--- src/rtl/bootaddr_pkg.sv ---
package bootaddr_pkg;

  // Gated, mutually exclusive actions issued by the control to the datapath.
  typedef struct packed {
    logic capture;
    logic shift;
    logic update;
  } drStrobe_t;

endpackage

--- src/rtl/bootaddr_ctrl.sv ---
module bootaddr_ctrl
  import bootaddr_pkg::*;
(
  input  logic      selected,
  input  logic      captureDr,
  input  logic      shiftDr,
  input  logic      updateDr,
  output drStrobe_t strobe
);

  // Only act while this register's instruction is active; resolve overlaps
  // in the order capture, shift, update.
  always_comb begin
    strobe = '0;
    if (selected) begin
      if (captureDr)     strobe.capture = 1'b1;
      else if (shiftDr)  strobe.shift   = 1'b1;
      else if (updateDr) strobe.update  = 1'b1;
    end
  end

endmodule

--- src/rtl/bootaddr_dp.sv ---
module bootaddr_dp
  import bootaddr_pkg::*;
#(
  parameter int REG_W = 22,
  parameter int PAD_W = 2,
  parameter logic [REG_W-1:0] RESET_WORD = '0,
  localparam int ADDR_W = REG_W + PAD_W
) (
  input  logic              tck,
  input  logic              trstN,
  input  drStrobe_t         strobe,
  input  logic              tdi,
  input  logic              remoteUpdateEn,
  output logic              tdo,
  output logic [REG_W-1:0]  shiftWord,
  output logic [ADDR_W-1:0] bootAddr,
  output logic              factoryOnly
);

  logic [REG_W-1:0] chainQ;
  logic [REG_W:0]   chainIn;
  logic [REG_W-1:0] holdQ;
  logic             scopeQ;
  logic             tdoQ;

  // Serial input sits above the MSB, so every cell reads its upper neighbour.
  assign chainIn = {tdi, chainQ};

  for (genvar i = 0; i < REG_W; i++) begin : g_cell
    always_ff @(posedge tck or negedge trstN) begin
      if (!trstN)              chainQ[i] <= 1'b0;
      else if (strobe.capture) chainQ[i] <= holdQ[i];
      else if (strobe.shift)   chainQ[i] <= chainIn[i+1];
    end
  end

  always_ff @(posedge tck or negedge trstN) begin
    if (!trstN) begin
      holdQ  <= RESET_WORD;
      scopeQ <= 1'b0;
    end else if (strobe.update) begin
      holdQ  <= chainQ;
      scopeQ <= remoteUpdateEn;
    end
  end

  // Serial output is retimed to the falling edge.
  always_ff @(negedge tck or negedge trstN) begin
    if (!trstN) tdoQ <= 1'b0;
    else        tdoQ <= chainQ[0];
  end

  assign tdo         = tdoQ;
  assign shiftWord   = chainQ;
  assign bootAddr    = {holdQ, {PAD_W{1'b0}}};
  assign factoryOnly = scopeQ;

endmodule

--- src/rtl/jtag_boot_addr_reg.sv ---
module jtag_boot_addr_reg
  import bootaddr_pkg::*;
#(
  parameter int REG_W = 22,
  parameter int PAD_W = 2,
  parameter logic [REG_W-1:0] RESET_WORD = '0,
  localparam int ADDR_W = REG_W + PAD_W
) (
  input  logic              tck,
  input  logic              trstN,
  input  logic              selected,
  input  logic              captureDr,
  input  logic              shiftDr,
  input  logic              updateDr,
  input  logic              tdi,
  input  logic              remoteUpdateEn,
  output logic              tdo,
  output logic [ADDR_W-1:0] bootAddr,
  output logic              factoryOnly
);

  drStrobe_t        strobe;
  logic [REG_W-1:0] shiftWord;

  bootaddr_ctrl u_ctrl (
    .selected  (selected),
    .captureDr (captureDr),
    .shiftDr   (shiftDr),
    .updateDr  (updateDr),
    .strobe    (strobe)
  );

  bootaddr_dp #(
    .REG_W      (REG_W),
    .PAD_W      (PAD_W),
    .RESET_WORD (RESET_WORD)
  ) u_dp (
    .tck            (tck),
    .trstN          (trstN),
    .strobe         (strobe),
    .tdi            (tdi),
    .remoteUpdateEn (remoteUpdateEn),
    .tdo            (tdo),
    .shiftWord      (shiftWord),
    .bootAddr       (bootAddr),
    .factoryOnly    (factoryOnly)
  );

endmodule

--- config.mk ---
export PLATFORM = sky130hd
export DESIGN_NAME = jtag_boot_addr_reg
export DESIGN_NICKNAME = d
export VERILOG_FILES = /design/src/rtl/bootaddr_pkg.sv /design/src/rtl/bootaddr_ctrl.sv /design/src/rtl/bootaddr_dp.sv /design/src/rtl/jtag_boot_addr_reg.sv
export SDC_FILE = /design/constraint.sdc
export NUM_CORES = 1
export LEC_CHECK = 0
export ABC_AREA = 1
export BUFFER_PORTS_ARGS = -buffer_cell sky130_fd_sc_hd__buf_2
export CAP_MARGIN = 0
export CORE_MARGIN = 2
export CORE_UTILIZATION = 45
export CTS_BUF_LIST = sky130_fd_sc_hd__clkbuf_8
export DETAILED_ROUTE_END_ITERATION = 10
export PLACE_DENSITY = 0.69
export SLEW_MARGIN = 20
export SYNTH_ARGS = -nofsm -noshare
export SYNTH_HDL_FRONTEND = slang
export SYNTH_SLANG_ARGS = --single-unit
--- constraint.sdc ---
create_clock -name tck -period 0.95 [get_ports tck]
set_input_delay 0.19 -clock tck [delete_from_list [all_inputs] [get_ports tck]]
set_output_delay 0.19 -clock tck [all_outputs]
set_load 0.005 [all_outputs]
Word-level counts from Yosys, hierarchy flattened:

Index checks and enable logic that the tools add are counted.

* bits in registers: 46
* input port bits: 8
* output and inout bits: 26
* word-level logic and storage cells: 76

* mux-type cells: 50
* reductions and logical operators: 1

Operators with widths (count)
* 1-bit two-way mux: 48
* 3-bit two-way mux: 1
* 2-bit two-way mux: 1
* 2-bit nonzero test: 1

Logic depth before layout (Yosys ltp):

Gate-level depths: netlist (run 1).

* depth in word-level cells: 6
* depth in mapped cells: 7
* gate-level depth less buffers: 5

Hierarchy:

From an unflattened synthesis (run 1), not the netlist that was laid out.

* cell total of the unflattened synthesis: 274
* area, all modules: 2088.3 sq um

Modules (own cells, without submodules)
* bootaddr_dp: instances 1, cells each 266, area each 2058.2 sq um, seq. area each 1151.1 sq um
* bootaddr_ctrl: instances 1, cells each 8, area each 30.0 sq um, seq. area each 0.0 sq um

==> results of run 1 <==
==> layout by cell type (no fill, tap or decap), drive strengths merged <==
cell and instances:
buf 67, bufinv 1, clkbuf 6, conb 2
dfrtn 1, dfrtp 45, dlygate4sd3 1, inv 2
nand2 159, nand3 45, nor2 3, o21ai 1
==> routing by layer <==
metal  global-route usage (%)  up-vias  share of wire, %
li1                         -      971                 -
met1                    28.15      910                46
met2                    33.13       63                48
met3                    4.390        6               5.4
met4                    6.869        0               1.1
met5                        0        -                 0
==> sequential cells by signal (all words and copies together), names as in the netlist <==
register and cells:
u_dp.tdo 1, u_dp.shiftWord 22, u_dp.factoryOnly 1, u_dp.holdQ 22
==> cell families after synthesis <==
| family | after synthesis | synth area share (%) |
|---|---|---|
| buf+inv | 22 | 6.651 |
| flops | 46 | 53.21 |
| other cells | 1 | 0.1733 |
| simple gates | 206 | 39.56 |
| compound gates | 1 | 0.4049 |
==> power breakdown <==
group	leakage [nW]	switching [mW]	total (mW)	internal, mW
Clock	0.0573	0.640	1.48	0.842
Combinational	0.956	0.408	0.746	0.338
Sequential	0.633	0.109	2.23	2.12
==> what timing repair did <==
action | 4_1_cts | 5_1_grt
endpoints found under the setup margin | 25 | 26
hold endpoints to repair | 45 | 0
buffers inserted | 20 | 1
hold buffers | 1 | 0
cloned | 0 | 1
pin swaps | 0 | 1
==> path summary, 6_finish.rpt <==
kind / endpoint / slack (ps) / cells after the start
worst max register to register: u_dp.tdo$_DFF_NN0_ / -60 / 0
worst min register to register: u_dp.factoryOnly$_DFFE_PN0P_ / 480 / 2
min in group asynchronous: u_dp.holdQ[19]$_DFFE_PN0P_ / 460 / 3
worst max-delay path: tdo / -490 / 1
max in group asynchronous: u_dp.tdo$_DFF_NN0_ / 180 / 2
worst min-delay path: u_dp.factoryOnly$_DFFE_PN0P_ / 120 / 3
==> area by class of cell <==
class                      count  share of cell area (%)
multi-input combinational    210                   32.65
tap                           54                   2.512
clock buffer                   6                   3.070
sequential                    46                   42.79
inverter                       2                  0.2791
timing repair buffer          68                   17.58
clock inverter                 1                   1.116
==> stage by stage <==
step / util, % / setup WS, ps / TNS (ps) / hold WS (ps)
2_1_floorplan: - / -93.90 / -144.6 / -105.6
3_3_place_gp: 51.23 / -175.1 / -3406 / 232.9
3_5_place_dp: 51.23 / -182.2 / -3976 / 230.1
4_1_cts: 57.04 / -503.0 / -1832 / 120.2
5_1_grt: 57.33 / -525.7 / -2489 / 133.0
6_report: 57.33 / -494.7 / -1656 / 121.3
==> results.json, run 1 <==
{
  "run_status": "finished with violations",
  "failed_checks": "setup timing",
  "n_fill_cell": 438,
  "clock-skew-final_ps": 3.897,
  "cpPeakStageDelay_ps": 380,
  "clkSlewWorstSetupHoldPaths_ps": 80,
  "grt_pass1_wl_um": 8562,
  "crit_path_start_kind": "flip-flop",
  "firstDrtPassIters": 6,
  "initialDrtViolationCount": 176,
  "timing.critical_path.slowest_stage_cell": "dfrtn_1",
  "synth.largest_area_cell": "dfrtp_1",
  "placed_cell_area_mm2": 0.002404,
  "timing.max_cap.violations": 0,
  "netlist_top_cells_count": "nand2_1 (158), dfrtp_1 (45), nand3_1 (45), buf_2 (10), buf_4 (7)",
  "synth_top_flop_cell": "dfrtp_1",
  "hold_path.class": "input port to flip-flop",
  "p_per_area_mw_per_mm2": 1658,
  "num-nets-final": 341,
  "min_from": "remoteUpdateEn",
  "crit_path_start": "u_dp.tdo$_DFF_NN0_",
  "grt_antenna_before_repair": 0,
  "cellLeakagePower_nw": 1.646,
  "synthTopCellsByArea": "dfrtp_1 (52%), nand2_1 (27%), nand3_1 (10%), buf_4 (2.4%), buf_2 (2.3%)",
  "grt_remaining_overflow": 0,
  "syn2layout_area_growth_pct": 24.35,
  "routed-via-count": 1950,
  "setup_repair_after_global_routing_missed_its_margin": "true",
  "setup_viol_count_final": 25,
  "finalWeightedCongestion": 0.7866,
  "critical_path.n_buffers_inverters": 1,
  "netlist.area_leader.share_pct": 52.05,
  "die-width_um": 73.34,
  "postSynth.asyncResetShare_pct": 100.0,
  "drt-total-wl_um": 5209,
  "grt_pass1_vias": 1809,
  "grt_max_degree": 24,
  "layout.area.seq_mm2": 0.001151,
  "start_util_pct": 46.11,
  "number_of_buffers_added_by_the_clock_tree_synthesis_step": 5,
  "ctsHtreeMaxLevel": 2,
  "io_buffer_count": 31,
  "worst_ep_required_time_ps": 760,
  "final-instance-count-excl-fill": 387,
  "numClockSinks": 46,
  "average_cell_area_after_synthesis_um2": 7.838,
  "fp-row-count": 25,
  "boundaryPins": 34,
  "ordered_cell_list_for_the_critical_path": "buf_2",
  "hpwl_um": 3125,
  "p_total_mw": 4.461,
  "final_layout_size_suffix_gt1_share_pct": 24.02,
  "cts_root_buf": "clkbuf_8",
  "routed_wire_length_per_instance_um": 13.46,
  "tritoncts": "yes",
  "synth_most_common_cell": "nand2_1",
  "reg_to_reg_start": "u_dp.shiftWord[0]$_DFFE_PN0P_",
  "avgViaCountPerCell": 5.039,
  "remaining_drc_errors": 0,
  "setup.worst_path.end_class": "primary output",
  "crit_type": "flip-flop to primary output",
  "worst_path_dominant_cell_family": "flip-flops",
  "hold_viol_final": 0,
  "synth.distinct_cells": 14,
  "clock_insertion_delay_at_the_later_pin_of_the_skew_report_ps": 300,
  "dieArea_mm2": 0.005378,
  "height_of_the_die_um": 73.34,
  "grt.total_usage_pct": 20.69,
  "cts_buffer_depth": 2,
  "cts_repair_resize_count": 0,
  "synthesis.yosys.warnings": 0,
  "worstPathMaxFanout": 1,
  "finalMaxSlewViolations": 0,
  "setup_ws_final_ps": -494.7,
  "ys_ff_latch": 46,
  "antenna_left": 0,
  "number_of_synthesized_flops_with_an_enable_pin": 0,
  "synthCells": 276,
  "part_of_the_yosys_area_used_for_sequential_elements_pct": 53.21,
  "finish.instance_area_mm2": 0.002690,
  "place_inst": 357,
  "floorplan.core_area_mm2": 0.004692,
  "multi_input_combinational_cell_area_um2": 878.3,
  "cp_data_arrival_time_ps": 1250,
  "antennaDiodeCount": 0,
  "vdd_ir_drop_max_mv": 0.8257,
  "post_synth_instance_area_mm2": 0.002163
}
Power figures use the tool's default switching activity.
==> inputs of run 2 (changes only) <==
RECOVER_POWER = 100   (was default)
==> results.json, run 2 (same netlist as run 1, synthesis figures left out) <==
{
  "worst_ep_required_time_ps": 760,
  "antenna_left": 0,
  "setup.worst_path.end_class": "primary output",
  "io_buffer_count": 31,
  "tritoncts": "yes",
  "cellInternalPower_mw": 3.264,
  "initialDrtViolationCount": 164,
  "hold_viol_final": 0,
  "setup_repair_after_global_routing_missed_its_margin": "true",
  "finish.instance_area_mm2": 0.002635,
  "timing.slew.headroom_pct": 66.48,
  "timing.critical_path.slowest_stage_cell": "dfrtn_1",
  "start_util_pct": 46.11,
  "power_frac_seq_pct": 50.5,
  "die-width_um": 73.34,
  "placed_cell_area_mm2": 0.002404,
  "clock-skew-final_ps": 2.898,
  "p_total_mw": 4.417,
  "p_per_area_mw_per_mm2": 1676,
  "failed_checks": "setup timing",
  "remaining_drc_errors": 0,
  "clock_insertion_delay_at_the_later_pin_of_the_skew_report_ps": 300,
  "firstDrtPassIters": 4,
  "grt_antenna_before_repair": 0,
  "timing.max_cap.violations": 0,
  "cts_buffer_depth": 2,
  "avgViaCountPerCell": 5.052,
  "detailedPlace.worstSlack_ps": -182.2,
  "ctsHtreeMaxLevel": 2,
  "crit_path_start_kind": "flip-flop",
  "cts_root_buf": "clkbuf_8",
  "setup_viol_count_final": 28,
  "numClockSinks": 46,
  "clkSlewWorstSetupHoldPaths_ps": 80,
  "cpPeakStageDelay_ps": 380,
  "swShare_pct": 26.11,
  "vdd_ir_drop_max_mv": 0.8274,
  "boundaryPins": 34,
  "routed_wire_length_per_instance_um": 13.38,
  "most_frequent_cells_in_the_layout": "nand2_1 (159), nand3_1 (45), dfrtp_1 (45)",
  "finalWeightedCongestion": 0.7866,
  "cellLeakagePower_nw": 1.592,
  "hpwl_um": 3125,
  "grt_pass1_vias": 1809,
  "grt.total_usage_pct": 20.69,
  "worst_hold_slack_ps": 121.3,
  "crit_type": "flip-flop to primary output",
  "final_layout_size_suffix_gt1_share_pct": 21.02,
  "num-nets-final": 341,
  "fp-row-count": 25,
  "ordered_cell_list_for_the_critical_path": "buf_2",
  "layout.cells.most_common": "nand2_1",
  "final-instance-count-excl-fill": 387,
  "cp_data_arrival_time_ps": 1260,
  "setup_ws_final_ps": -497.0,
  "finalMaxSlewViolations": 0,
  "floorplan.core_area_mm2": 0.004692,
  "total_net_switching_power_mw": 1.153,
  "grt_max_degree": 24,
  "tightest_slew_ps": 502.3,
  "run_status": "finished with violations",
  "comb_power_share_pct": 15.9,
  "place_inst": 357,
  "cts_repair_resize_count": 0,
  "util_after_layout_pct": 56.16,
  "routed-via-count": 1955,
  "syn2layout_area_growth_pct": 21.80,
  "n_fill_cell": 449,
  "grt_remaining_overflow": 0,
  "dieArea_mm2": 0.005378,
  "height_of_the_die_um": 73.34,
  "antennaDiodeCount": 0,
  "drt-total-wl_um": 5177,
  "number_of_buffers_added_by_the_clock_tree_synthesis_step": 5,
  "hold_path.class": "input port to flip-flop",
  "critical_path.n_buffers_inverters": 1,
  "fin_setup_tns_ps": -1653,
  "grt_pass1_wl_um": 8562,
  "share_clk_of_total_power_pct": 33.6,
  "worst_path_dominant_cell_family": "flip-flops",
  "worstPathMaxFanout": 1
}
run 2: changes by cell type in the layout (fill, tap and decap cells not counted), sizes merged:
cell    previous run  this run
clkbuf             6        31
buf               67        42
run 2: cell type report:
cell class | count | area [µm²] | share of cell area (%)
Timing Repair Buffer | 68 | 434.2 | 16.48
Inverter | 2 | 7.507 | 0.2849
Sequential cell | 46 | 1151 | 43.68
Multi-Input combinational cell | 210 | 862.1 | 32.72
Clock buffer | 6 | 82.58 | 3.134
Clock inverter | 1 | 30.03 | 1.140
Tap cell | 54 | 67.56 | 2.564
run 2: final timing paths:
check / start / to / slack, ps / cells after the start
worst min register to register: u_dp.factoryOnly$_DFFE_PN0P_ / u_dp.factoryOnly$_DFFE_PN0P_ / 480 / 2
min in group asynchronous: trstN / u_dp.holdQ[19]$_DFFE_PN0P_ / 610 / 3
worst max register to register: u_dp.shiftWord[0]$_DFFE_PN0P_ / u_dp.tdo$_DFF_NN0_ / -60 / 0
max in group asynchronous: trstN / u_dp.holdQ[7]$_DFFE_PN0P_ / 50 / 3
worst max-delay path: u_dp.tdo$_DFF_NN0_ / tdo / -500 / 1
worst min-delay path: remoteUpdateEn / u_dp.factoryOnly$_DFFE_PN0P_ / 120 / 3
run 2: timing repair:
action	4_1_cts	5_1_grt
hold buffers	1	0
pin swaps	0	1
buffers inserted	20	1
cloned	0	1
endpoints found under the setup margin	25	26
endpoints found under the hold margin	45	0
run 2: power by group through the flow:
stage | registers, mW | clock network, mW | logic, mW
after floorplan | 2.28 | 0 | 0.347
after CTS | 2.23 | 1.51 | 0.736
after global placement | 2.30 | 0 | 0.581
after global routing | 2.26 | 1.58 | 0.800
final | 2.23 | 1.49 | 0.700
after detailed placement | 2.30 | 0 | 0.591
run 2: per-layer routing:
layer | up-vias | global-route usage (%) | wire (µm)
met4 | 0 | 6.869 | 59
li1 | 968 | - | -
met3 | 6 | 4.390 | 310
met1 | 907 | 28.15 | 2331
met5 | - | 0 | 0
met2 | 74 | 33.13 | 2475
==> inputs of run 3 (changes only) <==
ABC_CLOCK_PERIOD_IN_PS = 950   (was default)
PLACE_DENSITY = default   (was 0.69)
PLACE_DENSITY_LB_ADDON = 0.12   (was default)
==> results.json, run 3 (same netlist as run 1, synthesis figures left out) <==
{
  "routed-via-count": 1960,
  "antenna_left": 0,
  "io_buffer_count": 31,
  "grt_pass1_vias": 1859,
  "height_of_the_die_um": 73.34,
  "ordered_cell_list_for_the_critical_path": "buf_2",
  "setup_ws_final_ps": -502.9,
  "number_of_buffers_added_by_the_clock_tree_synthesis_step": 5,
  "worstPathMaxFanout": 1,
  "layout.cells.most_common": "nand2_1",
  "timing.slew.headroom_pct": 66.25,
  "worst_path_dominant_cell_family": "flip-flops",
  "most_frequent_cells_in_the_layout": "nand2_1 (159), dfrtp_1 (45), nand3_1 (44)",
  "rr_worst_depth": 0,
  "hold_viol_final": 0,
  "critical_path_depth": 1,
  "clock-skew-final_ps": 12.15,
  "cts_buffer_depth": 2,
  "avgViaCountPerCell": 4.962,
  "grt.total_usage_pct": 21.35,
  "initialDrtViolationCount": 89,
  "setup_repair_after_global_routing_missed_its_margin": "true",
  "fp-row-count": 25,
  "die-width_um": 73.34,
  "min_from": "remoteUpdateEn",
  "timing.critical_path.slowest_stage_cell": "dfrtn_1",
  "cts_root_buf": "clkbuf_8",
  "dieArea_mm2": 0.005378,
  "run_status": "finished with violations",
  "reg_to_reg_start": "u_dp.shiftWord[0]$_DFFE_PN0P_",
  "grt_pass1_wl_um": 8790,
  "detailedPlace.worstSlack_ps": -196.7,
  "p_per_area_mw_per_mm2": 1535,
  "setup.worst_path.end_class": "primary output",
  "number_of_stages_on_the_worst_hold_path": 3,
  "hold_path_end": "u_dp.factoryOnly$_DFFE_PN0P_",
  "setup_viol_count_final": 25,
  "worst_ep_required_time_ps": 760,
  "timing.max_cap.violations": 0,
  "numClockSinks": 46,
  "n_fill_cell": 440,
  "crit_type": "flip-flop to primary output",
  "syn2layout_area_growth_pct": 24.00,
  "grt_antenna_before_repair": 0,
  "num-nets-final": 349,
  "vdd_ir_drop_max_mv": 0.8222,
  "finalWeightedCongestion": 0.8070,
  "hold_path.class": "input port to flip-flop",
  "antennaDiodeCount": 0,
  "critical_path.n_buffers_inverters": 1,
  "finalMaxSlewViolations": 0,
  "tritoncts": "yes",
  "clkSlewWorstSetupHoldPaths_ps": 80,
  "start_util_pct": 46.11,
  "crit-reg2reg-capture": "u_dp.tdo$_DFF_NN0_",
  "remaining_drc_errors": 0,
  "p_total_mw": 4.118,
  "boundaryPins": 34,
  "cellLeakagePower_nw": 1.645,
  "grt_max_degree": 28,
  "crit_path_start_kind": "flip-flop",
  "tightest_slew_ps": 505.0,
  "hpwl_um": 3432,
  "clock_insertion_delay_at_the_later_pin_of_the_skew_report_ps": 300,
  "firstDrtPassIters": 4,
  "grt_remaining_overflow": 0,
  "worst-r2r-setup-slack_ps": -60,
  "failed_checks": "setup timing",
  "cp_data_arrival_time_ps": 1260,
  "final_layout_size_suffix_gt1_share_pct": 25.51,
  "drt-total-wl_um": 5261,
  "routed_wire_length_per_instance_um": 13.32,
  "floorplan.core_area_mm2": 0.004692,
  "cpPeakStageDelay_ps": 390,
  "ctsHtreeMaxLevel": 2
}
-- run 3: changes by cell type in the layout (fill, tap and decap cells not counted), sizes merged --
cell,before,now
buf,42,56
clkbuf,31,25
clkinv,0,2
bufinv,1,0
nor2,3,2
-- run 3: metal layers --
metal / vias to the layer above / GRT usage, % / wire length [µm]
met4: 0 / 6.667 / 40
met3: 4 / 2.881 / 220
met2: 53 / 34.83 / 2546
li1: 985 / - / -
met5: - / 0 / 0
met1: 918 / 29.69 / 2454
-- run 3: worst max path at each step --
stage | from | end | slack, ps
after detailed placement | u_dp.tdo$_DFF_NN0_ | tdo | -200
after global routing | u_dp.tdo$_DFF_NN0_ | tdo | -530
after floorplan | u_dp.tdo$_DFF_NN0_ | tdo | -90
final | u_dp.tdo$_DFF_NN0_ | tdo | -500
after global placement | captureDr | u_dp.shiftWord[16]$_DFFE_PN0P_ | -190
after CTS | u_dp.tdo$_DFF_NN0_ | tdo | -520
-- run 3: final cells by class --
cell class | instances | area (µm²) | area share (%)
inverter | 2 | 7.507 | 0.2799
clock buffer | 5 | 68.82 | 2.565
clock inverter | 2 | 10.01 | 0.3731
timing repair buffer | 77 | 516.7 | 19.26
multi-input combinational | 209 | 860.8 | 32.09
tap | 54 | 67.56 | 2.519
sequential | 46 | 1151 | 42.91
-- run 3: timing repair --
item / 4_1_cts / 5_1_grt
hold buffers: 1 / 0
endpoints found under the hold margin: 45 / 0
pin swaps: 0 / 3
setup endpoints to repair: 25 / 27
resized for setup: 0 / 2
setup buffers: 23 / 1
-- run 3: where the power goes --
group / internal, mW / switching, mW / total [mW]
combinational: 0.336 / 0.401 / 0.737
sequential: 2.12 / 0.116 / 2.24
clock: 0.495 / 0.647 / 1.14
-- run 3: through the flow --
| stage | instances | hold WS, ps | utilization, % | instance area, µm² | TNS, ps |
|---|---|---|---|---|---|
| finish | 395 | 145.3 | 57.17 | 2683 | -1512 |
| global route | 395 | 182.2 | 57.17 | 2683 | -3165 |
| CTS | 394 | 141.9 | 57.49 | 2698 | -1838 |
| detailed placement | 363 | 230.9 | 51.92 | 2436 | -5014 |
| global placement | 363 | 228.5 | 51.92 | 2436 | -4556 |
| floorplan | 277 | -105.6 | - | 2167 | -144.6 |
